<file path="src/rtl/tao_pkg.sv">
package tao_pkg;
  typedef enum logic [1:0] {
    EP_IDLE  = 2'd0,
    EP_FIXED = 2'd1,
    EP_ADAPT = 2'd2
  } ep_state_e;
endpackage

</file>
<file path="src/rtl/tao_eval_timer.sv">
module tao_eval_timer #(
  parameter int EVAL_CYC = 16
) (
  input  logic clk,
  input  logic rst_n,
  output logic tick
);
  generate
    if (EVAL_CYC <= 1) begin : g_every
      assign tick = 1'b1;
    end else begin : g_cnt
      localparam int CW = $clog2(EVAL_CYC);
      localparam logic [CW-1:0] LAST = CW'(EVAL_CYC - 1);
      logic [CW-1:0] cnt_q, cnt_d;
      always_comb begin
        cnt_d = (cnt_q == LAST) ? '0 : cnt_q + 1'b1;
      end
      always_ff @(posedge clk or negedge rst_n) begin
        if (!rst_n) cnt_q <= '0;
        else        cnt_q <= cnt_d;
      end
      assign tick = (cnt_q == LAST);
    end
  endgenerate
endmodule

</file>
<file path="src/rtl/tao_episode_ctl.sv">
module tao_episode_ctl
  import tao_pkg::*;
#(
  parameter int IDX_W  = 3,
  parameter int COOL_N = 3
) (
  input  logic             clk,
  input  logic             rst_n,
  input  logic             hot,
  input  logic             opp_en,
  input  logic             adapt_en,
  input  logic             tick,
  input  logic [IDX_W-1:0] cur_idx,
  input  logic [IDX_W-1:0] sw_idx,
  output logic             ep_active,
  output logic [IDX_W-1:0] lim_idx
);
  localparam int CLW = (COOL_N < 2) ? 1 : $clog2(COOL_N);
  localparam logic [CLW-1:0] COOL_LAST = CLW'(COOL_N - 1);

  ep_state_e      st_q, st_d;
  logic [IDX_W-1:0] lim_q, lim_d;
  logic [CLW-1:0]   cool_q, cool_d;
  logic             upd_en;
  logic [IDX_W:0]   lim_up;

  assign lim_up = {1'b0, lim_q} + 1'b1;

  always_comb begin
    st_d   = st_q;
    lim_d  = lim_q;
    cool_d = cool_q;
    case (st_q)
      EP_IDLE: begin
        if (opp_en && hot) begin
          if (adapt_en) begin
            st_d   = EP_ADAPT;
            lim_d  = (cur_idx != '0) ? cur_idx - 1'b1 : '0;
            cool_d = '0;
          end else begin
            st_d  = EP_FIXED;
            lim_d = '0;
          end
        end
      end
      EP_FIXED: begin
        if (!(opp_en && hot)) st_d = EP_IDLE;
      end
      EP_ADAPT: begin
        if (!opp_en) begin
          st_d = EP_IDLE;
        end else if (tick) begin
          if (hot) begin
            lim_d  = (lim_q != '0) ? lim_q - 1'b1 : '0;
            cool_d = '0;
          end else if (cool_q == COOL_LAST) begin
            cool_d = '0;
            if (lim_up >= {1'b0, sw_idx}) st_d = EP_IDLE;
            else                          lim_d = lim_up[IDX_W-1:0];
          end else begin
            cool_d = cool_q + 1'b1;
          end
        end
      end
      default: st_d = EP_IDLE;
    endcase
  end

  assign upd_en = (st_d != st_q) || (lim_d != lim_q) || (cool_d != cool_q);

  always_ff @(posedge clk or negedge rst_n) begin
    if (!rst_n) begin
      st_q   <= EP_IDLE;
      lim_q  <= '0;
      cool_q <= '0;
    end else if (upd_en) begin
      st_q   <= st_d;
      lim_q  <= lim_d;
      cool_q <= cool_d;
    end
  end

  assign ep_active = (st_q != EP_IDLE);
  assign lim_idx   = lim_q;
endmodule

</file>
<file path="src/rtl/tao_commit.sv">
module tao_commit #(
  parameter int IDX_W      = 3,
  parameter int SETTLE_CYC = 4
) (
  input  logic             clk,
  input  logic             rst_n,
  input  logic [IDX_W-1:0] want_idx,
  output logic [IDX_W-1:0] cur_idx,
  output logic             stb,
  output logic             settled
);
  localparam int SW = $clog2(SETTLE_CYC + 1);
  localparam logic [SW-1:0] SLOAD = SW'(SETTLE_CYC);
  localparam logic [IDX_W-1:0] TOP = {IDX_W{1'b1}};

  logic [IDX_W-1:0] cur_q, cur_d;
  logic [SW-1:0]    set_q, set_d;
  logic             stb_q, commit;

  assign commit = (set_q == '0) && (want_idx != cur_q);

  always_comb begin
    cur_d = cur_q;
    set_d = (set_q != '0) ? set_q - 1'b1 : '0;
    if (commit) begin
      cur_d = want_idx;
      set_d = SLOAD;
    end
  end

  always_ff @(posedge clk or negedge rst_n) begin
    if (!rst_n) begin
      cur_q <= TOP;
      set_q <= '0;
      stb_q <= 1'b0;
    end else begin
      stb_q <= commit;
      if (commit || (set_q != '0)) set_q <= set_d;
      if (commit)                  cur_q <= cur_d;
    end
  end

  assign cur_idx = cur_q;
  assign stb     = stb_q;
  assign settled = (set_q == '0);
endmodule

</file>
<file path="src/rtl/thermal_opp_arbiter.sv">
module thermal_opp_arbiter #(
  parameter int NUM_PTS    = 8,
  parameter int SETTLE_CYC = 4,
  parameter int EVAL_CYC   = 16,
  parameter int COOL_N     = 3,
  localparam int IDX_W     = $clog2(NUM_PTS)
) (
  input  logic             clk,
  input  logic             rst_n,
  input  logic             sw_req_vld,
  input  logic [IDX_W-1:0] sw_req_idx,
  input  logic             therm_hot,
  input  logic             opp_en,
  input  logic             clkmod_en,
  input  logic             force_both,
  input  logic             adapt_en,
  output logic [IDX_W-1:0] tgt_idx,
  output logic             xfer_stb,
  output logic             clkmod_req
);
  localparam logic [IDX_W-1:0] TOP = {IDX_W{1'b1}};

  logic [IDX_W-1:0] sw_q;
  logic [IDX_W-1:0] lim_idx, want_idx, cur_idx;
  logic             tick, ep_active, settled;

  always_ff @(posedge clk or negedge rst_n) begin
    if (!rst_n)          sw_q <= TOP;
    else if (sw_req_vld) sw_q <= sw_req_idx;
  end

  tao_eval_timer #(.EVAL_CYC(EVAL_CYC)) u_timer (
    .clk(clk), .rst_n(rst_n), .tick(tick)
  );

  tao_episode_ctl #(.IDX_W(IDX_W), .COOL_N(COOL_N)) u_episode (
    .clk(clk), .rst_n(rst_n), .hot(therm_hot), .opp_en(opp_en),
    .adapt_en(adapt_en), .tick(tick), .cur_idx(cur_idx), .sw_idx(sw_q),
    .ep_active(ep_active), .lim_idx(lim_idx)
  );

  always_comb begin
    want_idx = sw_q;
    if (ep_active && (lim_idx < sw_q)) want_idx = lim_idx;
  end

  tao_commit #(.IDX_W(IDX_W), .SETTLE_CYC(SETTLE_CYC)) u_commit (
    .clk(clk), .rst_n(rst_n), .want_idx(want_idx),
    .cur_idx(cur_idx), .stb(xfer_stb), .settled(settled)
  );

  assign tgt_idx    = cur_idx;
  assign clkmod_req = clkmod_en && therm_hot &&
                      (!opp_en || (force_both && ep_active && settled && (cur_idx == '0)));
endmodule

</file>
<file path="config.mk">
export PLATFORM = sky130hd
export DESIGN_NAME = thermal_opp_arbiter
export DESIGN_NICKNAME = d
export VERILOG_FILES = /design/src/rtl/tao_pkg.sv /design/src/rtl/tao_eval_timer.sv /design/src/rtl/tao_episode_ctl.sv /design/src/rtl/tao_commit.sv /design/src/rtl/thermal_opp_arbiter.sv
export SDC_FILE = /design/constraint.sdc
export NUM_CORES = 1
export LEC_CHECK = 0
export CAP_MARGIN = 30
export CORE_ASPECT_RATIO = 0.8
export CORE_MARGIN = 2
export CORE_UTILIZATION = 40
export CTS_CLUSTER_DIAMETER = 120
export DETAILED_ROUTE_END_ITERATION = 6
export PLACE_DENSITY = 0.74
export SETUP_SLACK_MARGIN = 0.1
export SLEW_MARGIN = 20
export SYNTH_ARGS = -nofsm -noshare
export SYNTH_HDL_FRONTEND = slang
export SYNTH_HIERARCHICAL = 1
export SYNTH_SLANG_ARGS = --single-unit
</file>
<file path="constraint.sdc">
create_clock -name clk -period 2.5 [get_ports clk]
set_clock_uncertainty 0.2 [all_clocks]
set_input_delay 0.5 -clock clk [delete_from_list [all_inputs] [get_ports clk]]
set_output_delay 0.5 -clock clk [all_outputs]
set_load 0.005 [all_outputs]
</file>
# Word-level counts from Yosys, hierarchy flattened
# Index checks and enable logic that the tools add are counted.
# Widths: inputs -> output; s select.
# op_classes
reduce_logical	20
bitwise_logic	0
magnitude_cmp	2
mux	30
n_addsub	6
mul	0
n_eq_ne	8
shifts	0
n_div	0
# op_table
operator	count
$mux 3	12
$mux 2	14
$reduce_bool 3->1	3
$sub 3x1->3 const B	3
$logic_and 1x1->1	8
$logic_not 3->1	2
$ne 3x3->1	2
$pmux 2 s3	1
$pmux 3 s2	1
$add 3x1->4 const B	1
$add 4x1->4 const B	1
$eq 2x2->1 const B	2
$eq 4x4->1 const B	1
$ge 4x3->1	1
$logic_or 1x1->1	4
$mux 4	1
$ne 2x2->1	2
$pmux 2 s2	1
$lt 3x3->1	1
$add 2x1->2 const B	1
$eq 2x1->1 const B	1
$logic_not 2->1	1
$reduce_bool 2->1	1
$logic_not 1->1	1
# totals
latchBits	0
in_bits	11
mem_count	0
romBits	0
reg_bits	21
mem_bits_rw	0

# Depth between registers and ports, before layout
# Gate-level depths: netlist of the first run.
# depth
ltp_word	11
ltp_mapped	8

# Modules after synthesis
# Netlist of the first run, hierarchy kept.
# by_module_without_submodules
module	cells_per_inst	seq_area_each_um2	n_inst	area_per_inst_um2
tao_episode_ctl	88	175.2	1	763.2
tao_commit	22	178.9	1	295.3
thermal_opp_arbiter	24	78.8	1	259.0
tao_eval_timer	13	100.1	1	168.9

# Worst setup path before layout of the first run
# Ideal clock, no wire load.
# synth_timing
kind	reg-to-reg
from	register sw_q[2]
to	register u_commit.set_q[2]
path_slack_ps	84
stages_incl_launch_ff	9
required_ps	2178
path_buffers	0
t_arrival_ps	2095
setup_time_ps	122
cell_sequence	dfstp_2 inv_1 ha_1 nand2_1 o2111ai_4 mux2_4 xor2_1 o31a_2 nand2b_1
# synth_between
elab_chain_len	6
# synth_lines
element	line_no	text
start: declaration	thermal_opp_arbiter.sv:23	logic [IDX_W-1:0] sw_q;
start signal: assignment	thermal_opp_arbiter.sv:29	else if (sw_req_vld) sw_q <= sw_req_idx;
$lt 3x3->1 *	thermal_opp_arbiter.sv:44	if (ep_active && (lim_idx < sw_q)) want_idx = lim_idx;
$logic_and 1x1->1 *	thermal_opp_arbiter.sv:44	
$mux 3 *	thermal_opp_arbiter.sv:44	
via want_idx[0]	thermal_opp_arbiter.sv:24	logic [IDX_W-1:0] lim_idx, want_idx, cur_idx;
$ne 3x3->1 *	tao_commit.sv:20	assign commit = (set_q == '0) && (want_idx != cur_q);
$logic_and 1x1->1 *	tao_commit.sv:20	
via u_commit.commit	tao_commit.sv:18	logic stb_q, commit;
$mux 3 or $logic_or 1x1->1 (tied branches)	tao_commit.sv:25, tao_commit.sv:38	
end signal: assignment	tao_commit.sv:38	if (commit || (set_q != '0)) set_q <= set_d;
end: declaration	tao_commit.sv:17	logic [SW-1:0] set_q, set_d;
# The timed path passes the listed nets; every way through them passes the cells marked *.
# A chain may end at the register's enable or synchronous reset.

# Worst setup path after layout of the first run
# Ends and elaborated chain as after synthesis.

==> results.sh, run 1 <==
export IMPL_dieArea_sq_um=4220
export IMPL_path_class="flop to flop"
export IMPL_synth_warnings=6
export IMPL_antennaDiodeCount=0
export IMPL_grtUsageTotal=0.174
export IMPL_grt_max_degree=22
export IMPL_syn_area_per_cell_sq_um=10.1
export IMPL_period_minus_slack_ns=2.48
export IMPL_dpl_hpwl_microns=2460
export IMPL_fin_crit_sh=0.992
export IMPL_hold_path_class="flop to flop"
export IMPL_dr_pass1_iters=4
export IMPL_grt_pass1_wl_microns=5690
export IMPL_vias=1213
export IMPL_setup_viol=0
export IMPL_crit_arrival_ns=2.44
export IMPL_synth_edff_count=0
export IMPL_crit_path_start_kind="flop"
export IMPL_grt_pass1_vias=1214
export IMPL_hold_violations=0
export IMPL_ir_drop_v=0.000376
export IMPL_synthTopCellsByArea="dfrtp_1 25%, dfstp_2 11%, ha_1 10%"
export IMPL_post_place_ws_ns=-0.0166
export IMPL_drive_gt1_frac=0.348
export IMPL_numPortBuffers=15
export IMPL_cts_hold_buf=0
export IMPL_seq_area_frac_synth=0.359
export IMPL_clock_latency_ns=0.27
export IMPL_die_h_microns=58.5
export IMPL_required_ns=2.46
export IMPL_cts_reportedPaths_clkPinSlew_ns=0.09
export IMPL_synth_async_sr_flop_share=1.00
export IMPL_fin_ws_ns=0.0190
export IMPL_worstHoldPathCells=1
export IMPL_layout_commonest_cell="buf_4"
export IMPL_worstRegToRegCells=8
export IMPL_totalWireLength_microns=3530
export IMPL_grt_ovfl_total=0
export IMPL_endpoint_kind="flop"
export IMPL_antenna_found_initial=0
export IMPL_powerDensity_nw_per_um2=923
export IMPL_synth_top_cell_by_area="dfrtp_1"
export IMPL_mostFrequentLayoutCells="16 x buf_4, 14 x clkdlybuf4s50_1, 13 x nand2_1, 13 x dfrtp_1, 10 x inv_1"
export IMPL_place_inst=209
export IMPL_fin_tns_setup_ns=0
export IMPL_area_growth_pct=27.4
export IMPL_clockBufferDepth=2
export IMPL_cts_tree="yes"
export IMPL_final_max_slew_viol_count=0
export IMPL_fin_nets=202
export IMPL_fin_cells=220
export IMPL_cts_root_buf="clkbuf_8"
export IMPL_synth_cell_types=49
export IMPL_critPathMaxFanout=3
export IMPL_rsz0062_at_grt="true"
export IMPL_coreArea_sq_um=3490
export IMPL_ys_ff_latch=21
export IMPL_tightest_slew_ns=0.458
export IMPL_avgRoutedWirePerCell_microns=16.0
export IMPL_max_cap_violations=0
export IMPL_synthesis_nets=170
export IMPL_drt_iter0_markers=67
export IMPL_place_gp_congestion=0.821
export IMPL_start_util=0.425
export IMPL_clkSinkCount=21
export IMPL_ios=16
export IMPL_outcome="finished, final reports clean"
export IMPL_h_tree_depth=1
export IMPL_finalPower_mw=1.75
export IMPL_synth_top_cell_area_share=0.253
export IMPL_via_per_inst=5.51
export IMPL_relSlewSlack=0.694
export IMPL_fp_dieW_microns=72.2
export IMPL_drcViolationCount=0
export IMPL_synth_cells=147
export IMPL_numCtsBuffers=3
export IMPL_nFillCells=300
export IMPL_power_leakage_nw=0.831
export IMPL_synth_top_flop_cell="dfrtp_1"
export IMPL_fp_row_count=19
export IMPL_syn_area_sq_um=1490
export IMPL_fmax_mhz=403
export IMPL_ant_nets=0
[path summary, 6_finish.rpt]
check                                            start                      to  slack, ns
max in group asynchronous                        rst_n                 sw_q[1]       1.42
worst min register to register  u_timer/g_cnt.cnt_q[0]  u_timer/g_cnt.cnt_q[0]       0.29
min in group asynchronous                        rst_n    u_episode/lim_idx[0]       0.38
worst min-delay path            u_timer/g_cnt.cnt_q[0]  u_timer/g_cnt.cnt_q[0]       0.29
worst max register to register                 sw_q[2]       u_commit/set_q[2]       0.02
worst max-delay path                           sw_q[2]       u_commit/set_q[2]       0.02
[critical path, cell delays in order (launching register included)]
cell       delay (ns)
dfstp_2          0.56
inv_2            0.06
ha_4             0.27
nand2_4          0.05
o2111ai_4        0.25
mux2_4           0.35
xor2_1           0.15
o31a_2           0.35
nand2b_4         0.14
[synth_stat cells (2+ instances only)]
| cell type | number |
|---|---|
| nor2b_1 | 2 |
| mux2_4 | 3 |
| and2b_2 | 2 |
| xor2_1 | 5 |
| nand3_1 | 4 |
| o21ai_0 | 6 |
| buf_6 | 3 |
| nor2b_4 | 2 |
| nor2_1 | 8 |
| nand2_1 | 14 |
| mux2i_1 | 2 |
| dfstp_2 | 6 |
| inv_1 | 13 |
| dfrtp_1 | 15 |
| a21oi_1 | 9 |
| mux2_2 | 3 |
| o21ai_1 | 4 |
| a211oi_1 | 2 |
| ha_1 | 12 |
| nor3_1 | 3 |
[layer usage]
metal | up-vias | global-route usage | routed length [microns]
met1 | 592 | 0.217 | 1540
met5 | - | 0 | 0
met2 | 38 | 0.311 | 1740
met3 | 4 | 0.0428 | 211
met4 | 0 | 0.0296 | 38
li1 | 579 | - | -
[power breakdown]
group	leakage, nW	internal (mW)	total (mW)	switching, mW
logic	0.553	0.509	0.950	0.441
registers	0.252	0.448	0.565	0.118
clock network	0.0255	0.111	0.231	0.120
total	0.831	1.07	1.75	0.678
[sequential cells by signal, summed over array words and instances, names as in the netlist]
name	count
sw_q	3
u_commit/cur_idx	3
u_commit/set_q	3
u_commit/stb	1
u_episode/cool_q	2
u_episode/lim_idx	3
u_episode/st_q	2
u_timer/g_cnt.cnt_q	4
[layout make-up]
cell class,instances,area (sq um),share of cell area
Sequential cell,21,536,0.283
Inverter,14,52.6,0.0278
Tap cell,42,52.6,0.0278
Clock buffer,3,41.3,0.0218
Timing Repair Buffer,31,269,0.142
Multi-Input combinational cell,108,937,0.495
Clock inverter,1,5.00,0.00264
[kinds of logic after synthesis]
kind of cell    after synthesis  share of synthesized area
fa+ha+maj                    12                      0.101
xor+xnor                      5                     0.0295
buf+inv                      18                     0.0631
mux                           9                     0.0741
compound gates               34                      0.174
flops                        21                      0.359
simple gates                 48                      0.200
[metrics by stage]
step	utilization	hold slack, ns	instance area (sq um)
2_1_floorplan	-	0.00441	1490
3_3_place_gp	0.491	0.261	1720
3_5_place_dp	0.491	0.274	1720
4_1_cts	0.522	0.287	1820
5_1_grt	0.542	0.315	1890
6_report	0.542	0.288	1890
[what timing repair did]
item / in CTS / in global routing
endpoints found under the hold margin: 0 / 0
cloned: 0 / 0
endpoints found under the setup margin: 3 / 5
resized for setup: 9 / 9
setup buffers: 4 / 3
pin swaps: 6 / 4
No activity file was read; power rests on OpenSTA's default activity.
==> run 2, diff against run 1 <==
--- a/config.mk
+++ b/config.mk
@@ -8,10 +8,10 @@
 export CAP_MARGIN = 30
 export CORE_ASPECT_RATIO = 0.8
 export CORE_MARGIN = 2
-export CORE_UTILIZATION = 40
+export CORE_UTILIZATION = 50
 export CTS_CLUSTER_DIAMETER = 120
 export DETAILED_ROUTE_END_ITERATION = 6
-export PLACE_DENSITY = 0.74
+export PLACE_DENSITY = 0.87
 export SETUP_SLACK_MARGIN = 0.1
 export SLEW_MARGIN = 20
 export SYNTH_ARGS = -nofsm -noshare
==> results.sh, run 2 (synthesis gave the netlist of run 1 again) <==
export IMPL_totalWireLength_microns=3490
export IMPL_fin_nets=202
export IMPL_regMostFlops="u_timer/g_cnt.cnt_q"
export IMPL_die_h_microns=52.8
export IMPL_h_tree_depth=1
export IMPL_grt_max_degree=22
export IMPL_drive_gt1_frac=0.354
export IMPL_fmax_mhz=407
export IMPL_ant_nets=0
export IMPL_via_per_inst=5.74
export IMPL_max_stage_delay_ns=0.57
export IMPL_grt_pass1_wl_microns=5730
export IMPL_grt_ovfl_total=0
export IMPL_antennaDiodeCount=0
export IMPL_grt_pass1_vias=1287
export IMPL_dieArea_sq_um=3430
export IMPL_dpl_hpwl_microns=2430
export IMPL_grtUsageTotal=0.222
export IMPL_path_delay_family="compound AO/OA/AOI/OAI gates"
export IMPL_fp_row_count=17
export IMPL_crit_arrival_ns=2.40
export IMPL_start_util=0.533
export IMPL_max_cap_violations=0
export IMPL_layout_commonest_cell="buf_4"
export IMPL_finalPower_mw=1.76
export IMPL_power_leakage_nw=0.833
export IMPL_ios=16
export IMPL_crit_chain="inv_2, ha_4, nand2_4, o2111ai_4, mux2_4, xor2_1, o31a_2, nand2b_4"
export IMPL_clkSinkCount=21
export IMPL_relSlewSlack=0.682
export IMPL_post_place_ws_ns=-0.00159
export IMPL_fin_crit_sh=0.984
export IMPL_numPortBuffers=15
export IMPL_drt_iter0_markers=70
export IMPL_required_ns=2.44
export IMPL_period_minus_slack_ns=2.46
export IMPL_area_growth_pct=28.7
export IMPL_place_gp_congestion=0.886
export IMPL_setup_viol=0
export IMPL_rsz0062_at_grt="true"
export IMPL_clockBufferDepth=2
export IMPL_nFillCells=190
export IMPL_mostFrequentLayoutCells="16 x buf_4, 14 x clkdlybuf4s50_1, 13 x nand2_1"
export IMPL_largest_register_ffs=4
export IMPL_path_class="flop to flop"
export IMPL_place_inst=205
export IMPL_critPathMaxFanout=3
export IMPL_clock_latency_ns=0.26
export IMPL_fin_tns_setup_ns=0
export IMPL_numCtsBuffers=3
export IMPL_cts_tree="yes"
export IMPL_dr_pass1_iters=4
export IMPL_cts_hold_buf=0
export IMPL_fin_cells=216
export IMPL_crit_slowest_cell="dfstp_2"
export IMPL_hold_violations=0
export IMPL_fp_dieW_microns=65.0
export IMPL_antenna_found_initial=0
export IMPL_fin_ws_ns=0.0405
export IMPL_avgRoutedWirePerCell_microns=16.1
export IMPL_tightest_slew_ns=0.475
export IMPL_vias=1239
export IMPL_cts_reportedPaths_clkPinSlew_ns=0.08
export IMPL_worstPathBufferInverterCount=1
export IMPL_drcViolationCount=0
export IMPL_coreArea_sq_um=2790
export IMPL_powerDensity_nw_per_um2=922
export IMPL_cts_root_buf="clkbuf_8"
export IMPL_final_max_slew_viol_count=0
export IMPL_timing_hold_ws_ns=0.289
export IMPL_hold_path_class="flop to flop"
export IMPL_ir_drop_v=0.000371
export IMPL_endpoint_kind="flop"
export IMPL_crit_path_start_kind="flop"
export IMPL_outcome="finished, final reports clean"
run 2: cell counts in the layout (fill, tap and decap cells not counted):
No cell type changed its count.
run 2: worst paths after layout:
path / startpoint / cells past startpoint / slack (ns) / end
worst max-delay path: sw_q[1] / 8 / 0.04 / u_commit/set_q[2]
worst min-delay path: u_timer/g_cnt.cnt_q[0] / 1 / 0.29 / u_timer/g_cnt.cnt_q[0]
worst max register to register: sw_q[1] / 8 / 0.04 / u_commit/set_q[2]
min in group asynchronous: rst_n / 2 / 0.41 / u_episode/cool_q[1]
worst min register to register: u_timer/g_cnt.cnt_q[0] / 1 / 0.29 / u_timer/g_cnt.cnt_q[0]
max in group asynchronous: rst_n / 2 / 1.41 / u_commit/cur_idx[0]
run 2: cell type report:
type	instances	area, sq um	share of cell area
clock buffers	3	41.3	0.0216
clock inverters	1	5.00	0.00262
inverters	14	52.6	0.0275
multi-input cells	108	961	0.502
flip-flops and latches	21	537	0.281
well taps	38	47.5	0.0249
repair buffers	31	269	0.141
run 2: what timing repair did:
| action | CTS | global route |
|---|---|---|
| setup buffers | 5 | 2 |
| pin swaps | 6 | 5 |
| resized for setup | 12 | 10 |
| endpoints found under the setup margin | 3 | 4 |
run 2: through the flow:
step                utilization  area, sq um
finish                    0.687         1910
global route              0.687         1910
CTS                       0.662         1850
detailed placement        0.614         1710
global placement          0.614         1710
floorplan                     -         1490
run 2: layer usage:
layer | vias up | track usage | wire [microns]
met5 | - | 0 | 0
met4 | 0 | 0.149 | 110
met3 | 10 | 0.0237 | 198
met2 | 53 | 0.387 | 1750
met1 | 595 | 0.261 | 1430
li1 | 581 | - | -
run 2: power by group:
| part | switching (mW) | internal, mW | total [mW] |
|---|---|---|---|
| sequential | 0.124 | 0.449 | 0.573 |
| clock | 0.110 | 0.111 | 0.221 |
| combinational | 0.448 | 0.522 | 0.970 |
| total | 0.681 | 1.08 | 1.76 |
==> run 3, diff against run 2 <==
--- a/config.mk
+++ b/config.mk
@@ -11,7 +11,8 @@
 export CORE_UTILIZATION = 50
 export CTS_CLUSTER_DIAMETER = 120
 export DETAILED_ROUTE_END_ITERATION = 6
-export PLACE_DENSITY = 0.87
+export PLACE_DENSITY = 0.84
+export RECOVER_POWER = 25
 export SETUP_SLACK_MARGIN = 0.1
 export SLEW_MARGIN = 20
 export SYNTH_ARGS = -nofsm -noshare
==> constraint.sdc (replaced) <==
create_clock -name clk -period 3 [get_ports clk]
set_clock_uncertainty 0.2 [all_clocks]
set_input_delay 0.6 -clock clk [delete_from_list [all_inputs] [get_ports clk]]
set_output_delay 0.6 -clock clk [all_outputs]
set_load 0.005 [all_outputs]
==> results.sh, run 3 (synthesis gave the netlist of run 1 again) <==
export IMPL_hold_path_class="flop to flop"
export IMPL_final_max_slew_viol_count=0
export IMPL_dieArea_sq_um=3430
export IMPL_dpl_hpwl_microns=2380
export IMPL_grt_ovfl_total=0
export IMPL_fp_row_count=17
export IMPL_drcViolationCount=0
export IMPL_numPortBuffers=15
export IMPL_dr_pass1_iters=4
export IMPL_grt_pass1_vias=1149
export IMPL_relSlewSlack=0.686
export IMPL_cts_hold_buf=0
export IMPL_max_cap_violations=0
export IMPL_area_growth_pct=16.4
export IMPL_p_int_uw=779
export IMPL_antennaDiodeCount=0
export IMPL_ir_drop_v=0.000392
export IMPL_layout_commonest_cell="dfrtp_1"
export IMPL_rsz0062_at_grt="false"
export IMPL_grt_pass1_wl_microns=5260
export IMPL_required_ns=2.20
export IMPL_path_class="flop to primary output"
export IMPL_via_per_inst=5.55
export IMPL_coreArea_sq_um=2790
export IMPL_die_h_microns=52.8
export IMPL_outcome="finished, final reports clean"
export IMPL_tightest_slew_ns=0.470
export IMPL_fin_nets=192
export IMPL_crit_path_start_kind="flop"
export IMPL_cts_root_buf="clkbuf_8"
export IMPL_p_sw_uw=492
export IMPL_totalWireLength_microns=2960
export IMPL_postCtsSetupRepairBufs=1
export IMPL_start_util=0.533
export IMPL_fp_dieW_microns=65.0
export IMPL_grtUsageTotal=0.204
export IMPL_clkSinkCount=21
export IMPL_hold_violations=0
export IMPL_combPwrFrac=0.485
export IMPL_drt_iter0_markers=74
export IMPL_period_minus_slack_ns=2.77
export IMPL_power_leakage_nw=0.768
export IMPL_regMostFlops="u_timer/g_cnt.cnt_q"
export IMPL_numCtsBuffers=3
export IMPL_switching_share=0.387
export IMPL_pwr_share_seq=0.371
export IMPL_clockBufferDepth=2
export IMPL_grt_max_degree=15
export IMPL_p_clk_frac=0.144
export IMPL_fin_cells=206
export IMPL_powerDensity_nw_per_um2=734
export IMPL_largest_register_ffs=4
export IMPL_avgRoutedWirePerCell_microns=14.4
export IMPL_place_gp_congestion=0.877
export IMPL_place_inst=201
export IMPL_fmax_mhz=361
export IMPL_fin_crit_sh=0.923
export IMPL_h_tree_depth=1
export IMPL_vias=1143
export IMPL_fin_tns_setup_ns=0
export IMPL_clock_latency_ns=0.26
export IMPL_ant_nets=0
export IMPL_mostFrequentLayoutCells="15 x dfrtp_1, 14 x nand2_1, 14 x clkdlybuf4s50_1"
export IMPL_setup_viol=0
export IMPL_critPathMaxFanout=5
export IMPL_ios=16
export IMPL_cts_reportedPaths_clkPinSlew_ns=0.08
export IMPL_crit_arrival_ns=1.97
export IMPL_drive_gt1_frac=0.214
export IMPL_cts_tree="yes"
export IMPL_endpoint_kind="primary output"
export IMPL_post_cts_resized=0
export IMPL_antenna_found_initial=0
run 3: cell count changes in the layout (fill, tap and decap cells not counted), sizes merged:
cell and change:
buf -11, clkbuf +1, dlygate4sd2 -1, dlygate4sd3 +1
run 3: area by class of cell:
cell class / count / area, sq um
clock inverters: 1 / 5.00
repair buffers: 21 / 191
flip-flops and latches: 21 / 533
multi-input cells: 108 / 860
clock buffers: 3 / 41.3
well taps: 38 / 47.5
inverters: 14 / 52.6
fillers: 247 / 1060
run 3: per-layer routing:
metal	vias to the layer above	routed length, microns	track usage	share of wire
met5	-	0	0	0
li1	565	-	-	-
met2	27	1440	0.363	0.49
met1	541	1360	0.250	0.46
met4	0	83	0.0816	0.028
met3	10	77	0.0323	0.026
run 3: critical path: stages (launching register included):
cell	delay, ns
dfrtp_1	0.44
nor3_4	0.19
nor4b_1	0.25
nand3_1	0.12
a21oi_1	0.19
clkdlybuf4s50_1	0.53
run 3: worst paths after layout:
| path | startpoint | to | depth (start not counted) | slack (ns) |
|---|---|---|---|---|
| max | u_commit/set_q[0] | clkmod_req | 5 | 0.23 |
| min | u_timer/g_cnt.cnt_q[0] | u_timer/g_cnt.cnt_q[0] | 1 | 0.29 |
| max reg2reg | u_episode/lim_idx[0] | u_episode/lim_idx[0] | 9 | 0.37 |
| min reg2reg | u_timer/g_cnt.cnt_q[0] | u_timer/g_cnt.cnt_q[0] | 1 | 0.29 |
| max in group asynchronous | rst_n | sw_q[2] | 2 | 1.52 |
| min in group asynchronous | rst_n | u_timer/g_cnt.cnt_q[1] | 1 | 0.49 |
run 3: per-stage QoR:
step                instance area [sq um]  hold slack, ns  setup WS (ns)  total power, mW   util
detailed placement                   1680           0.284          0.331             1.08  0.603
CTS                                  1730           0.299          0.183             1.29  0.622
global route                         1730           0.319          0.115             1.38  0.621
floorplan                            1490           0.104          0.584            0.900      -
finish                               1730           0.289          0.230             1.27  0.621
global placement                     1680           0.268          0.367             1.04  0.603
run 3: power groups by stage:
stage	clock, mW	sequential (mW)	combinational [mW]
final	0.183	0.471	0.616
after global routing	0.211	0.484	0.687
after CTS	0.194	0.472	0.625
after detailed placement	0	0.479	0.606
after global placement	0	0.471	0.569
after floorplan	0	0.465	0.434
